**src/rtl/psk_slicer_pkg.sv**
```systemverilog
package psk_slicer_pkg;

    // Label assignment applied to the position index
    typedef enum logic [1:0] {
        MAP_GRAY   = 2'd0,
        MAP_BINARY = 2'd1,
        MAP_TABLE  = 2'd2
    } map_kind_e;

    // Sign and dominance flags of one sample
    typedef struct packed {
        logic i_neg;
        logic q_neg;
        logic i_dom;
    } sector_t;

    // Width of one entry slot in the permutation table parameter
    localparam int unsigned TABLE_SLOT = 4;

    function automatic logic [3:0] gray_of(input logic [3:0] x);
        return x ^ (x >> 1);
    endfunction

    // Quadrant counted counterclockwise from the first quadrant
    function automatic logic [1:0] quadrant_of(input sector_t s);
        return {s.q_neg, s.i_neg ^ s.q_neg};
    endfunction

endpackage

```
**src/rtl/psk_pipe.sv**
```systemverilog
module psk_pipe #(
    parameter int W      = 8,
    parameter int STAGES = 1
) (
    input  logic         clk,
    input  logic         rst,
    input  logic         in_v,
    input  logic [W-1:0] in_d,
    output logic         out_v,
    output logic [W-1:0] out_d
);

    generate
        if (STAGES == 0) begin : g_wire
            assign out_v = in_v;
            assign out_d = in_d;
        end else begin : g_regs
            logic [STAGES-1:0] v_q;
            logic [W-1:0]      d_q [STAGES];

            always_ff @(posedge clk) begin
                if (rst) begin
                    v_q <= '0;
                end else begin
                    v_q[0] <= in_v;
                    for (int k = 1; k < STAGES; k++) begin
                        v_q[k] <= v_q[k-1];
                    end
                end
            end

            always_ff @(posedge clk) begin
                d_q[0] <= in_d;
                for (int k = 1; k < STAGES; k++) begin
                    d_q[k] <= d_q[k-1];
                end
            end

            assign out_v = v_q[STAGES-1];
            assign out_d = d_q[STAGES-1];
        end
    endgenerate

endmodule

```
**src/rtl/psk_sector.sv**
```systemverilog
module psk_sector
    import psk_slicer_pkg::*;
#(
    parameter int IW    = 12,
    parameter int ORDER = 8
) (
    input  logic signed [IW-1:0]           smp_i,
    input  logic signed [IW-1:0]           smp_q,
    output logic [$clog2(ORDER)-1:0]       pos
);

    sector_t flags;

    assign flags.i_neg = smp_i[IW-1];
    assign flags.q_neg = smp_q[IW-1];

    generate
        if (ORDER == 8) begin : g_eight
            // One extra bit so that the most negative code has a magnitude
            logic [IW:0] ext_i, ext_q, mag_i, mag_q;
            logic [1:0]  quad;

            assign ext_i = {smp_i[IW-1], smp_i};
            assign ext_q = {smp_q[IW-1], smp_q};
            assign mag_i = flags.i_neg ? (~ext_i + 1'b1) : ext_i;
            assign mag_q = flags.q_neg ? (~ext_q + 1'b1) : ext_q;
            // Ties go to the sector bordering the I axis
            assign flags.i_dom = (mag_i >= mag_q);
            assign quad = quadrant_of(flags);
            // Even quadrants start I-dominant, odd quadrants start Q-dominant
            assign pos = {quad, quad[0] ? flags.i_dom : ~flags.i_dom};
        end else if (ORDER == 4) begin : g_four
            assign flags.i_dom = 1'b0;
            assign pos = quadrant_of(flags);
        end else begin : g_two
            assign flags.i_dom = 1'b0;
            assign pos = flags.i_neg;
        end
    endgenerate

endmodule

```
**src/rtl/psk_labeler.sv**
```systemverilog
module psk_labeler
    import psk_slicer_pkg::*;
#(
    parameter int        ORDER   = 8,
    parameter map_kind_e MAPPING = MAP_GRAY,
    parameter logic [31:0] TABLE = 32'h7654_3210
) (
    input  logic [$clog2(ORDER)-1:0] pos,
    output logic [$clog2(ORDER)-1:0] label
);

    localparam int SW = $clog2(ORDER);

    generate
        if (MAPPING == MAP_GRAY) begin : g_gray
            assign label = SW'(gray_of(4'(pos)));
        end else if (MAPPING == MAP_TABLE) begin : g_table
            logic [TABLE_SLOT-1:0] slot;
            assign slot  = TABLE[TABLE_SLOT*pos +: TABLE_SLOT];
            assign label = slot[SW-1:0];
        end else begin : g_binary
            assign label = pos;
        end
    endgenerate

endmodule

```
**src/rtl/psk_serializer.sv**
```systemverilog
module psk_serializer #(
    parameter int SW = 3
) (
    input  logic          clk,
    input  logic          rst,
    input  logic          load,
    input  logic [SW-1:0] sym,
    output logic          bit_v,
    output logic          bit_o
);

    localparam int CW = $clog2(SW + 1);

    logic [CW-1:0] left_q;
    logic [SW-1:0] shreg_q;

    always_ff @(posedge clk) begin
        if (rst) begin
            left_q <= '0;
        end else if (load) begin
            left_q <= CW'(SW);
        end else if (left_q != '0) begin
            left_q <= left_q - 1'b1;
        end
    end

    always_ff @(posedge clk) begin
        if (load) begin
            shreg_q <= sym;
        end else begin
            shreg_q <= shreg_q << 1;
        end
    end

    assign bit_v = (left_q != '0);
    assign bit_o = shreg_q[SW-1];

endmodule

```
**src/rtl/psk_slicer.sv**
```systemverilog
module psk_slicer
    import psk_slicer_pkg::*;
#(
    parameter int          ORDER      = 8,
    parameter int          IW         = 12,
    parameter map_kind_e   MAPPING    = MAP_GRAY,
    parameter logic [31:0] TABLE      = 32'h7654_3210,
    parameter bit          BIT_MODE   = 1'b0,
    parameter int          IN_STAGES  = 1,
    parameter int          OUT_STAGES = 1
) (
    input  logic                                        clk,
    input  logic                                        rst,
    input  logic                                        in_valid,
    output logic                                        in_ready,
    input  logic signed [IW-1:0]                        in_i,
    input  logic signed [IW-1:0]                        in_q,
    output logic                                        out_valid,
    output logic [(BIT_MODE ? 1 : $clog2(ORDER))-1:0]  out_data
);

    localparam int SW = $clog2(ORDER);

    logic                 take;
    logic                 sl_v;
    logic [2*IW-1:0]      sl_d;
    logic signed [IW-1:0] sl_i, sl_q;
    logic [SW-1:0]        sl_pos, sl_lbl;
    logic                 sym_v;
    logic [SW-1:0]        sym;

    assign take = in_valid && in_ready;

    psk_pipe #(.W(2*IW), .STAGES(IN_STAGES)) i_front (
        .clk(clk), .rst(rst),
        .in_v(take), .in_d({in_i, in_q}),
        .out_v(sl_v), .out_d(sl_d)
    );

    assign sl_i = sl_d[2*IW-1:IW];
    assign sl_q = sl_d[IW-1:0];

    psk_sector #(.IW(IW), .ORDER(ORDER)) i_sector (
        .smp_i(sl_i), .smp_q(sl_q), .pos(sl_pos)
    );

    psk_labeler #(.ORDER(ORDER), .MAPPING(MAPPING), .TABLE(TABLE)) i_label (
        .pos(sl_pos), .label(sl_lbl)
    );

    psk_pipe #(.W(SW), .STAGES(OUT_STAGES)) i_back (
        .clk(clk), .rst(rst),
        .in_v(sl_v), .in_d(sl_lbl),
        .out_v(sym_v), .out_d(sym)
    );

    generate
        if (BIT_MODE) begin : g_bits
            logic bit_o;

            psk_serializer #(.SW(SW)) i_ser (
                .clk(clk), .rst(rst),
                .load(sym_v), .sym(sym),
                .bit_v(out_valid), .bit_o(bit_o)
            );
            assign out_data = bit_o;

            if (SW > 1) begin : g_pace
                localparam int HW = $clog2(SW);
                logic [HW-1:0] hold_q;
                // Spacing accepts SW cycles apart keeps the serialiser fed without overlap
                always_ff @(posedge clk) begin
                    if (rst) begin
                        hold_q <= '0;
                    end else if (take) begin
                        hold_q <= HW'(SW - 1);
                    end else if (hold_q != '0) begin
                        hold_q <= hold_q - 1'b1;
                    end
                end
                assign in_ready = (hold_q == '0);
            end else begin : g_free
                assign in_ready = 1'b1;
            end
        end else begin : g_word
            assign in_ready  = 1'b1;
            assign out_valid = sym_v;
            assign out_data  = sym;
        end
    endgenerate

endmodule

```
**config.mk**
```make
export PLATFORM = sky130hd
export DESIGN_NAME = psk_slicer
export DESIGN_NICKNAME = d
export VERILOG_FILES = /design/src/rtl/psk_slicer_pkg.sv /design/src/rtl/psk_pipe.sv /design/src/rtl/psk_sector.sv /design/src/rtl/psk_labeler.sv /design/src/rtl/psk_serializer.sv /design/src/rtl/psk_slicer.sv
export SDC_FILE = /design/constraint.sdc
export NUM_CORES = 1
export LEC_CHECK = 0
export ABC_AREA = 1
export BUFFER_PORTS_ARGS = -buffer_cell sky130_fd_sc_hd__buf_2
export CORE_MARGIN = 4
export CORE_UTILIZATION = 40
export DETAILED_ROUTE_END_ITERATION = 8
export GPL_ROUTABILITY_DRIVEN = 0
export HOLD_SLACK_MARGIN = 0.1
export SLEW_MARGIN = 0
export SYNTH_ARGS = -nofsm -noshare
export SYNTH_HDL_FRONTEND = slang
export SYNTH_SLANG_ARGS = --single-unit
```
**constraint.sdc**
```tcl
create_clock -name clk -period 3.74 [get_ports clk]
set_clock_uncertainty 0.1 [all_clocks]
set_input_delay 0.561 -clock clk [delete_from_list [all_inputs] [get_ports clk]]
set_output_delay 0.561 -clock clk [all_outputs]
set_load 0.05 [all_outputs]
```
=== Yosys cells after proc, flatten, opt, wreduce, memory -nomap -nowiden ===
Memories as Yosys holds them, arrays and structs flattened.
Cells that the tools add are included.

* Logic and storage cells: 15
* Input port bits: 27
* Flip-flop bits (word level): 2
* Bits in writable memories: 27
* Memories kept: 2
* Output and inout port bits: 5

* Magnitude comparators: 1
* Add/sub/neg operators: 2
* Bitwise gates (word level): 5
* Multiplexer cells: 3

{| class="wikitable"
|+ Memory list
! memory !! words !! bits a word !! rd ports !! clocked after memory_dff !! wr ports !! line !! source
|-
| i_front.g_regs.d_q || 1 || 24 || 1 || 0 || 1 || psk_pipe.sv:19 || <nowiki>logic [W-1:0] d_q [STAGES];</nowiki>
|-
| i_back.g_regs.d_q || 1 || 3 || 1 || 0 || 1 || psk_pipe.sv:19 ||
|}

{| class="wikitable"
|+ Operators by type and width
! kind !! number
|-
| $add A13 B1 Y13 const B || 2
|-
| $mux W13 || 2
|-
| $not A13 Y13 || 2
|-
| $ge A13 B13 Y1 || 1
|-
| $xor A3 B2 Y3 || 1
|-
| $mux W1 || 1
|-
| $not A1 Y1 || 1
|-
| $xor A1 B1 Y1 || 1
|}

=== Logic depth before layout (Yosys ltp) ===
An unclocked memory read counts as a cell.

* Depth after elaboration: 8
* Depth in mapped cells: 16
* Depth with buffers taken out: 16

=== Modules after synthesis ===
Synthesis repeated with hierarchy kept, for this count alone.

* Cell total of the unflattened synthesis: 207
* Area, all modules: 1577.8 um^2

{| class="wikitable"
|+ By module, submodules not included
! module !! times used !! area an instance (um^2) !! cells an instance
|-
| psk_sector || 1 || 924.6 || 162
|-
| psk_pipe at i_front || 1 || 510.5 || 27
|-
| psk_pipe at i_back || 1 || 90.1 || 6
|-
| psk_labeler || 1 || 41.3 || 10
|-
| psk_slicer || 1 || 11.3 || 2
|}

=== Worst setup path after synthesis ===
OpenSTA, ideal clock, no wires.

* Kind: reg-to-reg
* From: memory i_front.g_regs.d_q[0][12] (netlist name)
* To: memory i_back.g_regs.d_q[0][0] (netlist name)
* Path slack: 1956 ps
* Buffers on the path: 0
* Clock period less this slack: 1784 ps
* Arrival time: 1568 ps
* Stages on the path, launching flop included: 14
* Cells stage by stage: dfxtp_1 inv_1 ha_1 nand2_1 nor2_1 nand3_1 nand3_1 nand2_1 ha_1 nand2_1 nor2_1 nand3_1 nor2_1 a21oi_1

* Word-level cells in the longest chain between the ends: 8

{| class="wikitable"
|+ Ends and longest elaborated chain
! element !! line !! source
|-
| start: declaration || psk_pipe.sv:19 ||
|-
| $mem_v2 Z1 W24 (*) || n/a ||
|-
| $not A13 Y13 || psk_sector.sv:25 || <nowiki>assign mag_i = flags.i_neg ? (~ext_i + 1'b1) : ext_i;</nowiki>
|-
| $add A13 B1 Y13 || psk_sector.sv:25 ||
|-
| $mux W13 (*) || psk_sector.sv:25 ||
|-
| $ge A13 B13 Y1 (*) || psk_sector.sv:28 || <nowiki>assign flags.i_dom = (mag_i >= mag_q);</nowiki>
|-
| $not A1 Y1 || psk_sector.sv:31 || <nowiki>assign pos = {quad, quad[0] ? flags.i_dom : ~flags.i_dom};</nowiki>
|-
| $mux W1 (*) || psk_sector.sv:31 ||
|-
| $xor A3 B2 Y3 (*) || psk_slicer_pkg.sv:21 || <nowiki>return x ^ (x >> 1);</nowiki>
|-
| named net i_back.in_d[0] || psk_pipe.sv:8 || <nowiki>input logic [W-1:0] in_d,</nowiki>
|-
| end: declaration || psk_pipe.sv:19 ||
|}

Mark *: on every way through the listed nets, which the timed path passes. The rest lies on a longest branch.

=== Worst setup path after layout ===
Same ends and word-level chain as after synthesis.

==> summary.txt <==
Clocking
  • Root Buffer: clkbuf_8
  • Clock slew at reported path FFs: around 60 ps
  • H-tree depth: 2
  • # resized after CTS: 0
  • Clock insertion delay at the later pin of the skew report: 270 ps
  • Clock tree from TritonCTS: yes
  • Cts bufs inserted: 5
  • Worst-case clock buffer depth: 2
  • Hold_buf cts: 0
  • CTS sink count: 29
  • Setup Fix Bufs, Post-CTS: 0

Placed design
  • Post-Place Cell Area: approximately 1700 um^2
  • DP Wirelength: 2150 um
  • PortBufs: 30
  • Setup WS pre-CTS: 1750 ps

Drt
  • Drt first pass iters: 4
  • Per-cell routed wire length: between 8 and 9 um
  • Routed Antenna Nets: 0
  • DRT iter0 DRCs: 59
  • Vias per cell: 4.31
  • DRC: 0
  • Vias: 1246
  • Final WL: 2550 um

Cells and area
  • Nets: between 200 and 300
  • Number of fill cells: 400
  • Design Area, Final: 1800 um^2
  • Post-Route Utilization: 49.2%
  • Share of cells above drive strength 1: approximately a fifth
  • Antenna cells: 0
  • P&R area growth vs syn: 18.1%

Worst setup path
  • Crit start category: flop
  • Kind of critical path: flop to flop
  • Worst Path Max Fanout: 3
  • CP Capture Type: flop
  • Arrival time worst endpoint: around 2000 ps
  • Worst EP required: 3800 ps

Die
  • Initial Utilization: between 40% and 50%
  • Core Rows: 22
  • CORE AREA: approximately 3700 um^2
  • Num ports: 32
  • Horiz. Die Dim: ~70 um
  • Die ar.: roughly 4900 um^2
  • Die H: about 70 um

Logic synthesis
  • Library cells used by synthesis: 24
  • Syn_area_per_cell: 7.37 um^2
  • Async S/R FF share, synth: 0%
  • Leading area contributor after synthesis: dfxtp_1
  • Seq/Total Area, Yosys: a little under two fifths
  • Post-synth top area share: between 30% and 40%
  • Syn Inst Count: 207
  • Ranking of synthesized cells by area: dfxtp_1 38%, nand2_1 14%, ha_1 12%
  • EDFF count, synth: 0
  • Synthesized area: 1530 um^2
  • Post-synth top flop: dfxtp_1
  • Post-synthesis register bit count: 29
  • Syn. warnings: 0

Power
  • Maximum vdd drop: 0.281 mV
  • Pleak: ~1 nW
  • PwrDens: 396 nW/um^2

Timing
  • Final worst path period share: a little over half
  • Final WS setup: about 1800 ps
  • RSZ-0062 raised after global routing: no
  • Setup TNS: 0 ps
  • Hold Vio Cnt, Final: 0
  • Final Setup Violations: 0
  • Max Clk Rate: around 0.51 GHz
  • Final-report max-slew violation count: 0
  • Fin crit period: between 1500 and 2000 ps
  • WHS: around 290 ps

GRT
  • First-pass GRT wire length: around 4300 um
  • Antenna violations before repair: 0
  • Vias in the first global route: 1068
  • Total global routing overflow: 0
  • GR Util All Layers: ~11%
  • Pin count of the biggest net entering global routing: 17

Job
  • Max cap viols: 0

Status
  • Outcome: completed

Worst hold path
  • HP Class: primary input to flop
-- placed cells by master (no fill, tap or decap) --
master    count
o21ai_0       4
clkbuf_1      1
nor2_2        3
nor2_1       18
buf_2        30
o21ai_1       3
a21o_1        1
nand3_1      14
nand4_1       1
nor2_4        1
xor2_1        7
nor3_4        1
dfxtp_1      29
inv_2         4
a21oi_1       6
nand2_1      55
ha_1         15
nor3_1        1
inv_1        30
nand2_2       1
nand3b_1      4
conb_1        3
clkbuf_8      6
xnor2_1       3
-- report_power, final --
part           switching, mW  internal (mW)
Sequential            0.0165          0.327
Clock                 0.0977          0.145
Combinational         0.0735         0.0536
Total                  0.188          0.526
-- cell families after synthesis --
family          count (synthesis)  share of synthesized area, %
simple gates                   99                          28.7
flops                          29                          38.1
fa+ha+maj                      15                          12.3
buf+inv                        38                          9.93
xor+xnor                       10                          5.74
other cells                     2                         0.492
compound gates                 14                          4.76
-- flip-flops by register name (all words and copies together) (netlist names) --
register            count
i_front.g_regs.d_q     24
i_back.g_regs.d_q       3
i_back.out_v            1
i_front.out_v           1
-- stage by stage --
| stage | power [mW] | std cells |
|---|---|---|
| 3_5_place_dp | 0.479 | 282 |
| 5_1_grt | 0.768 | 289 |
| 2_1_floorplan | 0.447 | 208 |
| 6_report | 0.714 | 289 |
| 4_1_cts | 0.729 | 289 |
| 3_3_place_gp | 0.478 | 282 |
-- worst paths after layout --
path,from,to,slack [ps],depth (start not counted)
setup / recovery,i_front.g_regs.d_q[0][12],i_back.g_regs.d_q[0][0],1780,13
hold / removal,in_i[7],i_front.g_regs.d_q[0][19],290,1
setup reg to reg,i_front.g_regs.d_q[0][12],i_back.g_regs.d_q[0][0],1780,13
hold reg to reg,i_front.out_v,i_back.out_v,300,2
-- final cells by class --
| type | count | area [um^2] | area share (%) |
|---|---|---|---|
| multi-input combinational | 141 | 797 | 44.2 |
| sequential | 29 | 581 | 32.2 |
| timing repair buffer | 30 | 150 | 8.33 |
| inverter | 34 | 128 | 7.08 |
| clock buffer | 7 | 86.3 | 4.79 |
| tap | 48 | 60.1 | 3.33 |
-- cell usage after synthesis, drive strengths merged, types with 3 or more instances --
master,instances
nand3,14
ha,15
nand3b,4
xnor2,3
xor2,7
o21ai,7
nand2,56
buf,3
inv,34
dfxtp,29
a21oi,6
nor2,22
-- critical path: stages, from the launching register on --
cell	delay (ps)
dfxtp_1	330
inv_1	90
ha_1	180
nand2_1	80
nor2_1	150
nand3_1	90
nand3_1	70
nand2_1	70
ha_1	290
nand2_1	50
nor2_1	120
nand3_1	90
nor2_1	90
a21oi_1	60
-- per-layer routing --
layer	track usage (%)	vias to the layer above	routed length, um
met5	0	-	0
met2	16.7	21	1190
met3	3.04	4	107
met1	14.2	524	1220
li1	-	697	-
met4	5.11	0	21
(Power assumes the default switching activity.)
